--- src/rtl/wdg_pkg.sv ---
package wdg_pkg;

    localparam int unsigned WDG_CNT_W_DEFAULT = 7;

    // Action the counter takes in a given cycle; refresh outranks a tick.
    typedef enum logic [1:0] {
        WDG_HOLD  = 2'd0,
        WDG_ADV   = 2'd1,
        WDG_CLEAR = 2'd2
    } wdg_cmd_e;

    function automatic wdg_cmd_e wdg_decode(input logic kick, input logic tick);
        if (kick)      return WDG_CLEAR;
        else if (tick) return WDG_ADV;
        else           return WDG_HOLD;
    endfunction

endpackage

--- src/rtl/wdg_arm_flag.sv ---
module wdg_arm_flag (
    input  logic clk,
    input  logic rst,
    input  logic set_i,
    output logic armed_o
);
    // Sticky: only reset returns it to 0.
    always_ff @(posedge clk) begin
        if (rst)        armed_o <= 1'b0;
        else if (set_i) armed_o <= 1'b1;
    end
endmodule

--- src/rtl/wdg_sat_counter.sv ---
module wdg_sat_counter
    import wdg_pkg::*;
#(
    parameter int unsigned CNT_W = WDG_CNT_W_DEFAULT
) (
    input  logic             clk,
    input  logic             rst,
    input  wdg_cmd_e         cmd_i,
    output logic [CNT_W-1:0] count_o,
    output logic             at_max_o
);
    localparam logic [CNT_W-1:0] CNT_MAX = {CNT_W{1'b1}};
    localparam logic [CNT_W-1:0] CNT_ONE = {{(CNT_W-1){1'b0}}, 1'b1};

    assign at_max_o = (count_o == CNT_MAX);

    always_ff @(posedge clk) begin
        if (rst) begin
            count_o <= '0;
        end else begin
            unique case (cmd_i)
                WDG_CLEAR: count_o <= '0;
                WDG_ADV:   if (!at_max_o) count_o <= count_o + CNT_ONE;
                default:   count_o <= count_o;
            endcase
        end
    end
endmodule

--- src/rtl/output_watchdog.sv ---
module output_watchdog
    import wdg_pkg::*;
#(
    parameter int unsigned CNT_W = WDG_CNT_W_DEFAULT
) (
    input  logic clk,
    input  logic rst,
    input  logic kick_i,
    input  logic tick_i,
    output logic out_disable_o
);
    wdg_cmd_e         cmd;
    logic             armed_q;
    logic [CNT_W-1:0] count_q;
    logic             at_max;

    assign cmd = wdg_decode(kick_i, tick_i);

    wdg_arm_flag u_arm (
        .clk     (clk),
        .rst     (rst),
        .set_i   (kick_i),
        .armed_o (armed_q)
    );

    wdg_sat_counter #(.CNT_W(CNT_W)) u_cnt (
        .clk      (clk),
        .rst      (rst),
        .cmd_i    (cmd),
        .count_o  (count_q),
        .at_max_o (at_max)
    );

    assign out_disable_o = armed_q && at_max;
endmodule

--- config.mk ---
export PLATFORM = sky130hd
export DESIGN_NAME = output_watchdog
export DESIGN_NICKNAME = d
export VERILOG_FILES = /design/src/rtl/wdg_pkg.sv /design/src/rtl/wdg_arm_flag.sv /design/src/rtl/wdg_sat_counter.sv /design/src/rtl/output_watchdog.sv
export SDC_FILE = /design/constraint.sdc
export NUM_CORES = 1
export LEC_CHECK = 0
export BUFFER_PORTS_ARGS = -buffer_cell sky130_fd_sc_hd__buf_2
export CORE_AREA = 2 2 39 41
export CTS_CLUSTER_SIZE = 12
export DETAILED_ROUTE_END_ITERATION = 8
export DIE_AREA = 0 0 41 43
export PLACE_DENSITY = 0.57
export SLEW_MARGIN = 15
export SYNTH_ARGS = -nofsm -noshare
export SYNTH_HDL_FRONTEND = slang
export SYNTH_SLANG_ARGS = --single-unit
--- constraint.sdc ---
create_clock -name clk -period 1.18 [get_ports clk]
set_input_delay 0.177 -clock clk [delete_from_list [all_inputs] [get_ports clk]]
set_output_delay 0.177 -clock clk [all_outputs]
set_load 0.02 [all_outputs]
==> flow_metrics.py <==
metrics = {
    "status": {
        "status": "complete, but fails checks",
        "violations": "setup timing",
    },
    "routing": {
        "drt_first_pass_iters": 4,
        "via_per_inst": 5.31,
        "drt_iter0_markers": 5,
        "drc": 0,
        "final_antenna_net_count": 0,
        "routedWlPerCell_um": 12.9,
        "drt-total-wl_um": 865,
        "num_vias": 356,
    },
    "logic_synthesis": {
        "synth_cells": 39,
        "synthTopCellsByArea": "dfxtp_1 (44%), a31oi_1 (6.8%), and3_4 (6.1%)",
        "syn-cell-area_um2": 367,
        "synth_top_area_share_pct": 43.7,
        "synth_fp_nets": 44,
        "syn_avg_cell_area_um2": 9.40,
        "synth_warnings": 0,
        "yosysSeqAreaShare_pct": 43.7,
        "synth_top_area_cell": "dfxtp_1",
        "ys_types": 18,
        "yosys_register_bits": 8,
    },
    "worst_setup_path": {
        "cpPeakStageDelay_ns": 0.35,
        "slowest_stage": "dfxtp_2",
        "critPathKind": "reg -> out",
        "cpMostUsedCell": "and3_4",
        "worstPathCellList": "ha_4, and3_4, and3_4, buf_6",
        "worstSetupEndpointType": "primary output",
        "crit_required_ns": 1.00,
        "crit_arrival_ns": 1.20,
        "critPathMaxFanout": 3,
        "startpoint_type": "flop",
    },
    "grt": {
        "grt_start_max_net_pins": 8,
        "grtUsageTotal_pct": 12.6,
        "grt_pass1_wl_mm": 1.41,
        "grt.overflow.total": 0,
        "antenna_found_initial": 0,
        "grt_pass1_vias": 307,
    },
    "layout": {
        "nNetsFinal": 58,
        "drive_gt1_share_pct": 43.1,
        "diodes": 0,
        "syn_to_final_growth_pct": 37.5,
        "fin_cells": 67,
        "final_cell_mix": "buf_4 (5), dfxtp_2 (5), nor2_1 (4), nand2_1 (4), a31oi_1 (4)",
    },
    "timing": {
        "tns_ns": -0.301,
        "worst_clock_skew_ns": 0.00395,
        "hold_viol_final": 0,
        "slew_viol_final": 0,
        "period_share_pct": 117,
        "fmax_mhz": 724,
        "tightestPinTransition_ns": 0.227,
        "finalSetupViolCount": 4,
        "period_needed_ns": 1.38,
        "rsz0062_at_grt": "true",
        "setup_ws_ns": -0.201,
        "relSlewSlack_pct": 84.6,
    },
    "floorplan": {
        "start_util_pct": 26.5,
        "die_h_um": 43,
        "fp.dieW_um": 41,
        "core_area_mm2": 0.00138,
        "die_area_mm2": 0.00176,
        "io-pin-count": 5,
        "fp-row-count": 14,
    },
    "pwr": {
        "power.leakage_nw": 0.199,
        "worst_ir_drop_vdd_uv": 443,
        "finalPower_mw": 0.542,
        "powerDensity_mw_per_mm2": 1080,
    },
    "clock_network": {
        "cts_buffers": 3,
        "clock_latency_ns": 0.26,
        "clk_path_buf_depth": 2,
        "cts.htree.levels": 1,
        "cts_sinks": 8,
        "path_clk_slew_ns": 0.06,
        "cts_tree": "yes",
        "cts_root_buffer": "clkbuf_4",
    },
    "placement": {
        "io_buffers": 4,
        "place_ws_ns": -0.0400,
        "dp_hpwl_um": 535,
        "place_congestion": 0.679,
        "place_inst": 62,
    },
    "job": {
        "maxCapViolations": 0,
    },
    "worst_hold_path": {
        "hp-class": "in -> reg",
    },
}
-- power by group --
group	internal, mW	switching, mW	leakage (nW)
Clock	0.117	0.108	0.0138
Combinational	0.0207	0.0174	0.118
Sequential	0.275	0.00371	0.0674
-- layout make-up --
| type | instances | area, um2 |
|---|---|---|
| timing repair buffer | 9 | 63.8 |
| sequential | 8 | 166 |
| clock buffer | 3 | 22.5 |
| tap | 16 | 20.0 |
| fill | 144 | 880 |
| multi-input combinational | 31 | 231 |
-- synthesized netlist by cell type, drive strengths merged --
cell type	instances
dfxtp	8
a31oi	4
nand2	4
nor2	4
and3	3
o21ai	3
and4	2
mux2i	2
nand3	2
a21boi	1
and2	1
ha	1
o311ai	1
o41ai	1
or2	1
or3	1
-- layer usage --
metal | up-vias | part of all wire [%] | GRT usage, % | wire [um]
met2 | 11 | 47 | 15.9 | 406
met5 | - | 0 | 0 | 0
met4 | 0 | 4.6 | 12.0 | 40
li1 | 178 | - | - | -
met1 | 163 | 45 | 16.1 | 392
met3 | 4 | 3.0 | 3.14 | 26
-- critical path: cells and delay by family (launching register included) --
family | cells | cell delay [ns]
DFF | 1 | 0.35
and+or+nand+nor | 2 | 0.34
adders and majority gates | 1 | 0.14
buffers and inverters | 1 | 0.11
-- stage by stage --
stage | utilization (%) | area, um2 | hold WS (ns)
after floorplan | - | 367 | 0.249
after global placement | 31.0 | 429 | 0.373
after detailed placement | 31.0 | 429 | 0.377
after CTS | 35.6 | 493 | 0.106
after global routing | 36.4 | 504 | 0.123
final | 36.4 | 504 | 0.112
-- state kept, by name, indices dropped and copies added, names as in the netlist --
name	flops
u_cnt.count_o	7
u_arm.armed_o	1
-- repair_timing --
item                                    in CTS  in global routing
pin swaps                                    4                  3
gates resized for setup                      8                  3
buffers inserted                             1                  1
hold buffers                                 0                  0
endpoints found under the setup margin       4                  6
-- cell families after synthesis --
| family | count (synthesis) | synth area share (%) |
|---|---|---|
| flops | 8 | 43.7 |
| compound gates | 10 | 18.8 |
| fa+ha+maj | 1 | 3.41 |
| mux | 2 | 5.46 |
| simple gates | 18 | 28.7 |
-- final timing paths --
path              slack (ns)        startpoint               end  depth (start not counted)
hold reg to reg         0.47  u_cnt.count_o[3]  u_cnt.count_o[3]                          1
hold / removal          0.11               rst     u_arm.armed_o                          2
setup / recovery       -0.20  u_cnt.count_o[0]     out_disable_o                          4
setup reg to reg       -0.06  u_cnt.count_o[0]  u_cnt.count_o[5]                          5
No activity file was read; power rests on OpenSTA's default activity.
